[src/rtl/smb_slv_pkg.sv]
package smb_slv_pkg;
  typedef enum logic [2:0] {
    PH_IDLE, PH_RX, PH_ACK, PH_TX, PH_MACK, PH_SKIP
  } phase_e;

  typedef enum logic [1:0] {ST_ADDR, ST_CMD, ST_D0, ST_D1} stage_e;

  localparam logic [6:0] ADDR_LO  = 7'h09;
  localparam logic [6:0] ADDR_MID = 7'h10;
  localparam logic [6:0] ADDR_HI  = 7'h14;
endpackage

[src/rtl/smb_line_filter.sv]
module smb_line_filter #(
  parameter int NLINES   = 2,
  parameter int FILT_LEN = 4
) (
  input  logic              clk_i,
  input  logic              rst_ni,
  input  logic [NLINES-1:0] line_i,
  output logic [NLINES-1:0] line_o,
  output logic [NLINES-1:0] rise_o,
  output logic [NLINES-1:0] fall_o
);
  localparam int CW = $clog2(FILT_LEN + 1);

  for (genvar g = 0; g < NLINES; g++) begin : g_line
    logic          s1_q, s2_q, f_q, fd_q;
    logic [CW-1:0] cnt_q;

    always_ff @(posedge clk_i or negedge rst_ni) begin
      if (!rst_ni) begin
        s1_q  <= 1'b1;
        s2_q  <= 1'b1;
        f_q   <= 1'b1;
        fd_q  <= 1'b1;
        cnt_q <= '0;
      end else begin
        s1_q <= line_i[g];
        s2_q <= s1_q;
        fd_q <= f_q;
        if (s2_q != f_q) begin
          // accept a new level only after it held FILT_LEN clocks
          if (cnt_q == CW'(FILT_LEN - 1)) begin
            f_q   <= s2_q;
            cnt_q <= '0;
          end else begin
            cnt_q <= cnt_q + 1'b1;
          end
        end else begin
          cnt_q <= '0;
        end
      end
    end

    assign line_o[g] = f_q;
    assign rise_o[g] = f_q & ~fd_q;
    assign fall_o[g] = ~f_q & fd_q;
  end
endmodule

[src/rtl/smb_addr_sel.sv]
module smb_addr_sel
  import smb_slv_pkg::*;
(
  input  logic [1:0] strap_i,
  input  logic       smart_i,
  output logic [6:0] addr_o
);
  always_comb begin
    if (smart_i) begin
      addr_o = ADDR_LO;
    end else begin
      unique case (strap_i)
        2'b00:   addr_o = ADDR_LO;
        2'b01:   addr_o = ADDR_MID;
        default: addr_o = ADDR_HI;
      endcase
    end
  end
endmodule

[src/rtl/smb_regfile.sv]
module smb_regfile #(
  parameter int         NUM_REGS = 4,
  parameter logic [7:0] CMD_BASE = 8'h08
) (
  input  logic        clk_i,
  input  logic        rst_ni,
  input  logic        wr_en_i,
  input  logic [7:0]  wr_cmd_i,
  input  logic [15:0] wr_data_i,
  input  logic [7:0]  rd_cmd_i,
  output logic [15:0] rd_data_o,
  output logic        wr_stb_o,
  output logic [7:0]  wr_cmd_o,
  output logic [15:0] wr_data_o
);
  localparam int IW = (NUM_REGS > 1) ? $clog2(NUM_REGS) : 1;

  logic [15:0] regs_q [NUM_REGS];
  logic [7:0]  wr_off, rd_off;
  logic        wr_hit, rd_hit;

  assign wr_off = wr_cmd_i - CMD_BASE;
  assign rd_off = rd_cmd_i - CMD_BASE;
  assign wr_hit = (wr_cmd_i >= CMD_BASE) && (32'(wr_off) < 32'(NUM_REGS));
  assign rd_hit = (rd_cmd_i >= CMD_BASE) && (32'(rd_off) < 32'(NUM_REGS));

  always_ff @(posedge clk_i or negedge rst_ni) begin
    if (!rst_ni) begin
      for (int i = 0; i < NUM_REGS; i++) regs_q[i] <= '0;
      wr_stb_o  <= 1'b0;
      wr_cmd_o  <= '0;
      wr_data_o <= '0;
    end else begin
      wr_stb_o <= 1'b0;
      if (wr_en_i && wr_hit) begin
        regs_q[wr_off[IW-1:0]] <= wr_data_i;
        wr_stb_o  <= 1'b1;
        wr_cmd_o  <= wr_cmd_i;
        wr_data_o <= wr_data_i;
      end
    end
  end

  assign rd_data_o = rd_hit ? regs_q[rd_off[IW-1:0]] : '0;


  stb_follows_req_chk: assert property (@(posedge clk_i) disable iff (!rst_ni)
    wr_stb_o |-> $past(wr_en_i));
endmodule

[src/rtl/smb_strap_slave.sv]
module smb_strap_slave
  import smb_slv_pkg::*;
#(
  parameter int         FILT_LEN     = 4,
  parameter int         TIMEOUT_CLKS = 3_750_000,
  parameter int         NUM_REGS     = 4,
  parameter logic [7:0] CMD_BASE     = 8'h08
) (
  input  logic        clk_i,
  input  logic        rst_ni,
  input  logic        scl_i,
  input  logic        sda_i,
  output logic        sda_oe_o,
  input  logic [1:0]  strap_i,
  input  logic        smart_mode_i,
  input  logic        shdn_i,
  output logic        wr_stb_o,
  output logic [7:0]  wr_cmd_o,
  output logic [15:0] wr_data_o
);
  localparam int TW = $clog2(TIMEOUT_CLKS + 1);

  logic [1:0] ln, rs, fl;
  logic       scl_f, sda_f, scl_rise, scl_fall, start_det, stop_det;
  logic [6:0] my_addr;

  smb_line_filter #(.NLINES(2), .FILT_LEN(FILT_LEN)) u_filt (
    .clk_i, .rst_ni, .line_i({scl_i, sda_i}),
    .line_o(ln), .rise_o(rs), .fall_o(fl)
  );

  assign {scl_f, sda_f} = ln;
  assign scl_rise  = rs[1];
  assign scl_fall  = fl[1];
  assign start_det = fl[0] & scl_f & ~scl_rise;
  assign stop_det  = rs[0] & scl_f & ~scl_rise;

  smb_addr_sel u_addr (.strap_i, .smart_i(smart_mode_i), .addr_o(my_addr));

  // stuck-low watchdog on the filtered clock line
  logic [TW-1:0] to_cnt_q;
  logic          hung;
  assign hung = (to_cnt_q == TW'(TIMEOUT_CLKS));

  always_ff @(posedge clk_i or negedge rst_ni) begin
    if (!rst_ni)    to_cnt_q <= '0;
    else if (scl_f) to_cnt_q <= '0;
    else if (!hung) to_cnt_q <= to_cnt_q + 1'b1;
  end

  phase_e      phase_q;
  stage_e      stage_q;
  logic [3:0]  bit_cnt_q;
  logic [7:0]  sh_q, tx_q, rd_hi_q, cmd_q, dlo_q;
  logic [15:0] wdata_q, rd_data;
  logic        rw_q, sda_oe_q, wr_en_q, mack_ok_q;

  always_ff @(posedge clk_i or negedge rst_ni) begin
    if (!rst_ni) begin
      phase_q   <= PH_IDLE;
      stage_q   <= ST_ADDR;
      bit_cnt_q <= '0;
      sh_q      <= '0;
      tx_q      <= '0;
      rd_hi_q   <= '0;
      cmd_q     <= '0;
      dlo_q     <= '0;
      wdata_q   <= '0;
      rw_q      <= 1'b0;
      sda_oe_q  <= 1'b0;
      wr_en_q   <= 1'b0;
      mack_ok_q <= 1'b0;
    end else begin
      wr_en_q <= 1'b0;
      if (shdn_i || hung) begin
        phase_q  <= PH_IDLE;
        sda_oe_q <= 1'b0;
      end else if (start_det) begin
        phase_q   <= PH_RX;
        stage_q   <= ST_ADDR;
        bit_cnt_q <= '0;
        sda_oe_q  <= 1'b0;
      end else if (stop_det) begin
        phase_q  <= PH_IDLE;
        sda_oe_q <= 1'b0;
      end else begin
        unique case (phase_q)
          PH_RX: begin
            if (scl_rise) begin
              sh_q      <= {sh_q[6:0], sda_f};
              bit_cnt_q <= bit_cnt_q + 1'b1;
            end else if (scl_fall && bit_cnt_q == 4'd8) begin
              bit_cnt_q <= '0;
              phase_q   <= PH_ACK;
              sda_oe_q  <= 1'b1;
              unique case (stage_q)
                ST_ADDR: begin
                  rw_q <= sh_q[0];
                  if (sh_q[7:1] != my_addr) begin
                    phase_q  <= PH_SKIP;
                    sda_oe_q <= 1'b0;
                  end
                end
                ST_CMD: cmd_q <= sh_q;
                ST_D0:  dlo_q <= sh_q;
                ST_D1: begin
                  wdata_q <= {sh_q, dlo_q};
                  wr_en_q <= 1'b1;
                end
              endcase
            end
          end
          PH_ACK: begin
            if (scl_fall) begin
              sda_oe_q <= 1'b0;
              unique case (stage_q)
                ST_ADDR: begin
                  if (rw_q) begin
                    phase_q   <= PH_TX;
                    stage_q   <= ST_D0;
                    tx_q      <= rd_data[7:0];
                    rd_hi_q   <= rd_data[15:8];
                    sda_oe_q  <= ~rd_data[7];
                    bit_cnt_q <= '0;
                  end else begin
                    phase_q <= PH_RX;
                    stage_q <= ST_CMD;
                  end
                end
                ST_CMD: begin phase_q <= PH_RX; stage_q <= ST_D0; end
                ST_D0:  begin phase_q <= PH_RX; stage_q <= ST_D1; end
                ST_D1:  phase_q <= PH_SKIP;
              endcase
            end
          end
          PH_TX: begin
            if (scl_fall) begin
              if (bit_cnt_q == 4'd7) begin
                sda_oe_q  <= 1'b0;
                phase_q   <= PH_MACK;
                bit_cnt_q <= '0;
              end else begin
                bit_cnt_q <= bit_cnt_q + 1'b1;
                tx_q      <= {tx_q[6:0], 1'b0};
                sda_oe_q  <= ~tx_q[6];
              end
            end
          end
          PH_MACK: begin
            if (scl_rise) begin
              mack_ok_q <= ~sda_f;
            end else if (scl_fall) begin
              if (mack_ok_q && stage_q == ST_D0) begin
                stage_q   <= ST_D1;
                phase_q   <= PH_TX;
                tx_q      <= rd_hi_q;
                sda_oe_q  <= ~rd_hi_q[7];
                bit_cnt_q <= '0;
              end else begin
                phase_q <= PH_SKIP;
              end
            end
          end
          default: ;
        endcase
      end
    end
  end

  smb_regfile #(.NUM_REGS(NUM_REGS), .CMD_BASE(CMD_BASE)) u_regs (
    .clk_i, .rst_ni,
    .wr_en_i(wr_en_q), .wr_cmd_i(cmd_q), .wr_data_i(wdata_q),
    .rd_cmd_i(cmd_q), .rd_data_o(rd_data),
    .wr_stb_o, .wr_cmd_o, .wr_data_o
  );

  assign sda_oe_o = sda_oe_q;


  start_entry_chk: assert property (@(posedge clk_i) disable iff (!rst_ni)
    (start_det && !shdn_i && !hung) |=> (phase_q == PH_RX && stage_q == ST_ADDR && !sda_oe_q));

  stop_idle_chk: assert property (@(posedge clk_i) disable iff (!rst_ni)
    stop_det |=> (phase_q == PH_IDLE && !sda_oe_q));

  oe_after_fall_chk: assert property (@(posedge clk_i) disable iff (!rst_ni)
    (sda_oe_q != $past(sda_oe_q)) |-> ($past(scl_fall) || $past(start_det) ||
      $past(stop_det) || $past(shdn_i) || $past(hung)));

  hung_release_chk: assert property (@(posedge clk_i) disable iff (!rst_ni)
    hung |=> !sda_oe_q);

  shdn_release_chk: assert property (@(posedge clk_i) disable iff (!rst_ni)
    shdn_i |=> !sda_oe_q);

  skip_quiet_chk: assert property (@(posedge clk_i) disable iff (!rst_ni)
    (phase_q == PH_SKIP) |-> !sda_oe_q);
endmodule

[config.mk]
export PLATFORM = sky130hd
export DESIGN_NAME = smb_strap_slave
export DESIGN_NICKNAME = d
export VERILOG_FILES = /design/src/rtl/smb_slv_pkg.sv /design/src/rtl/smb_line_filter.sv /design/src/rtl/smb_addr_sel.sv /design/src/rtl/smb_regfile.sv /design/src/rtl/smb_strap_slave.sv
export SDC_FILE = /design/constraint.sdc
export NUM_CORES = 1
export LEC_CHECK = 0
export ABC_AREA = 1
export ABC_CLOCK_PERIOD_IN_PS = 1900
export BUFFER_PORTS_ARGS = -buffer_cell sky130_fd_sc_hd__buf_2
export CAP_MARGIN = 20
export CORE_MARGIN = 4
export CORE_UTILIZATION = 56
export DETAILED_ROUTE_END_ITERATION = 6
export GPL_ROUTABILITY_DRIVEN = 0
export MAX_ROUTING_LAYER = met4
export PLACE_DENSITY = 0.76
export SKIP_CTS_REPAIR_TIMING = 1
export SLEW_MARGIN = 20
export SYNTH_ARGS = -nofsm -noshare
export SYNTH_HDL_FRONTEND = slang
export SYNTH_SLANG_ARGS = --single-unit
[constraint.sdc]
create_clock -name clk_i -period 1.9 [get_ports clk_i]
set_input_delay 0.285 -clock clk_i [delete_from_list [all_inputs] [get_ports clk_i]]
set_output_delay 0.285 -clock clk_i [all_outputs]
set_load 0.01 [all_outputs]
==> flow_summary_export.csv <==
group,metric,value,unit
run_status,status,"finished, final reports clean",
worst_setup_path,crit_buf_inv,4,
clocking,htree_levels,4,
timing,timing.final.max_slew_violations,0,
global_routing,grt_pass1_wl,34000,um
worst_setup_path,cp.arrival,2110,ps
synth,netlist_instances,1038,
finish,drive_gt1_share,17.1,%
finish,layout_common_cells,"267 x nand2_1, 185 x dfrtp_1, 98 x inv_1",
floorplanning,die_h,134,um
floorplanning,coreArea,15300,um^2
global_routing,grt_max_degree,58,
global_routing,antenna_found_initial,0,
worst_setup_path,critPathLaunchType,"flop",
detailed_routing,routed_wire_length_per_instance,16.2,um
power_and_ir_drop,max-vdd-ir-drop,0.967,mV
timing,setup_viol,0,
synth,synth_top_family_by_area,"simple AND/OR/NAND/NOR gates",
synth,ys_types,39,
worst_setup_path,crit_required,2200,ps
clocking,cts_made_buffers,17,
floorplanning,row_count,45,
detailed_routing,viasPerCell,5.51,
timing,finalCriticalPeriod,1810,ps
timing,worst_hold_slack,330,ps
worst_setup_path,worstSetupEndpointType,"flop",
worst_setup_path,startpoint,"cmd_q[3]$_DFFE_PN0P_",
clocking,clock-sinks,193,
detailed_routing,first_pass_iters,5,
placement,dp_hpwl,13600,um
clocking,root_buffer,"clkbuf_16",
worst_setup_path,cpMostUsedCell,"nand2_2",
synth,synth_seq_cells,193,
synth,synth.net_count,1058,
global_routing,grt_overflow,0,
detailed_routing,vias,7364,
worst_setup_path,crit_cells,12,
worst_setup_path,crit_family,"simple AND/OR/NAND/NOR gates",
finish,final_common_cell,"nand2_1",
clocking,insertion_delay,430,ps
worst_setup_path,crit_path_max_incr_delay,390,ps
worst_setup_path,crit_chain,"inv_2, ha_2, inv_1, nand2_2, nand2_2, nor3_4, nand2_4, inv_8, nand2_2, buf_12, nand2_1, o21ai_1",
placement,numPortBuffers,33,
worst_setup_path,r2r_end,"u_regs.regs_q[7]$_DFFE_PN0P_",
detailed_routing,drt_wl_total,21700,um
timing,maxSlewHeadroom,68.2,%
power_and_ir_drop,total_leakage_power,5.08,nW
worst_setup_path,regToRegSetupSlack,90,ps
finish,fin_nets,1132,
min_path,worst_hold_path_type,"input port to flop",
floorplanning,ioPinCount,34,
worst_setup_path,cp_max_fo,16,
clocking,clk_pin_slew,70,ps
global_routing,grt_usage,24.3,%
global_routing,first_global_vias,6934,
worst_setup_path,cpMaxStageDelayCell,"dfrtp_1",
timing,worst_slew_pin_slew,477,ps
worst_setup_path,rr_worst_depth,12,
timing,skew,11.4,ps
timing,rsz0062_at_grt,"true",
finish,syn_to_final_growth,19.2,%
worst_setup_path,r2r-start,"cmd_q[3]$_DFFE_PN0P_",
detailed_routing,drtIter0Drc,770,
synth,synthSimpleGateAreaFrac,22.2,%
power_and_ir_drop,powerDensity,1050,nW/um^2
floorplanning,start_util,57.6,%
synth,synth_adder_area_share,1.70,%
timing,min_period_over_period,95.3,%
floorplanning,die_area,17800,um^2
detailed_routing,drc_errors,0,
floorplanning,die_w,134,um
timing,hold_viol_final,0,
timing,fmax,0.552,GHz
flow_run,cap_violations,0,
finish,n_fill_cell,1154,
clocking,ctsLongestPathBuffers,2,
finish,antenna_cells,0,
power_and_ir_drop,power,0.0111,W
clocking,tritoncts,"built",
detailed_routing,ant_nets,0,
synth,yosysWarnings,0,
synth,netlist_area,8820,um^2
synth,yosys-mux-area-fraction,0,%
synth,synth_area_per_cell,8.50,um^2
synth,ys_seq_area_share,54.9,%
worst_setup_path,path_class,"flop to flop",
synth,synth-compound-area-share,13.7,%
synth,synth_xor_area_share,0.596,%
worst_setup_path,endpoint,"u_regs.regs_q[7]$_DFFE_PN0P_",
[metal layers]
metal | up-vias | track usage [%] | wire, um
met5 | - | - | 0
met4 | 0 | 7.83 | 500
met3 | 44 | 4.00 | 1260
met2 | 259 | 37.9 | 10300
met1 | 3542 | 32.9 | 9580
li1 | 3519 | - | -
[worst min path at each step]
stage	cells after the start	end	startpoint	slack, ps
after detailed placement	1	u_regs.wr_data_o[3]$_DFFE_PN0P_	rst_ni	290
after floorplan	0	bit_cnt_q[0]$_DFFE_PN0P_	rst_ni	-10
after global placement	1	u_regs.wr_data_o[3]$_DFFE_PN0P_	rst_ni	290
after global routing	0	u_filt.g_line[0].s2_q$_DFF_PN1_	u_filt.g_line[0].s1_q$_DFF_PN1_	360
final	4	mack_ok_q$_DFFE_PN0P_	shdn_i	330
after CTS	1	u_regs.wr_data_o[3]$_DFFE_PN0P_	rst_ni	-180
[state kept, by name, summed over array words and instances (netlist names), 2 cells and up]
signal               flops
u_regs.regs_q           64
to_cnt_q                22
u_regs.wr_data_o        16
wdata_q                 16
cmd_q                    8
dlo_q                    8
rd_hi_q                  8
sh_q                     8
u_regs.wr_cmd_o          8
tx_q                     7
u_filt.g_line.cnt_q      6
bit_cnt_q                4
phase_q                  3
stage_q                  2
u_filt.g_line.f_q        2
u_filt.g_line.fd_q       2
u_filt.g_line.s1_q       2
u_filt.g_line.s2_q       2
[power breakdown]
part / switching [W] / internal (W)
Combinational: 0.00168 / 0.000949
Clock: 0.00155 / 0.00205
Sequential: 0.000346 / 0.00451
[worst min-delay path: stages]
cell and delay (ps):
buf_2 90, inv_1 120, nand3b_4 160, o31ai_1 70
[cells in the mapped netlist]
master	count	area, um^2
nand2_1	277	1040
ha_1	12	150
a21oi_1	31	155
nor2_4	6	67.6
nor2_2	4	25.0
nor3_4	1	16.3
nand2_2	6	37.5
nor4b_1	1	8.76
inv_2	14	52.6
a31oi_1	1	6.26
buf_2	14	70.1
o21a_1	2	15.0
nor3b_1	3	22.5
nand2_4	2	22.5
inv_1	103	387
nor2_1	74	278
o21ai_0	80	400
nand3_4	1	17.5
clkinv_1	2	7.51
o21ai_1	85	425
dfstp_2	8	210
nand3_1	48	240
dfrtp_1	185	4630
a22oi_1	26	195
nand3_2	2	20.0
nor4_1	2	12.5
nand3b_1	2	15.0
nand3b_4	1	20.0
buf_4	3	22.5
clkinv_2	1	5.00
or2_2	2	12.5
o31ai_1	2	15.0
nor3_1	6	30.0
nand4_1	9	56.3
xnor2_1	3	26.3
nor3_2	2	20.0
xor2_1	3	26.3
buf_6	1	11.3
clkbuf_1	13	48.8
[kinds of logic after synthesis]
| family | after synthesis |
|---|---|
| xor+xnor | 6 |
| fa+ha+maj | 12 |
| compound gates | 227 |
| simple gates | 449 |
| buf+inv | 151 |
| flops | 193 |
[cell type report]
cell class / instances / area, um^2 / area share [%]
Clock buffer: 21 / 470 / 4.47
Clock inverter: 11 / 129 / 1.23
Inverter: 120 / 460 / 4.38
Multi-Input combinational cell: 694 / 3510 / 33.4
Sequential cell: 193 / 4840 / 46.0
Tap cell: 211 / 264 / 2.51
Timing Repair Buffer: 86 / 843 / 8.02
[metrics by stage]
step,setup WS [ps],area (um^2),utilization (%),instances,setup TNS (ps)
floorplan,118,8820,-,1038,0
global placement,109,9420,61.5,1280,0
detailed placement,52.7,9420,61.5,1280,0
CTS,12.3,10000,65.4,1312,0
global route,-62.5,10500,68.7,1336,-721
finish,89.6,10500,68.7,1336,0
(Power assumes the default switching activity.)
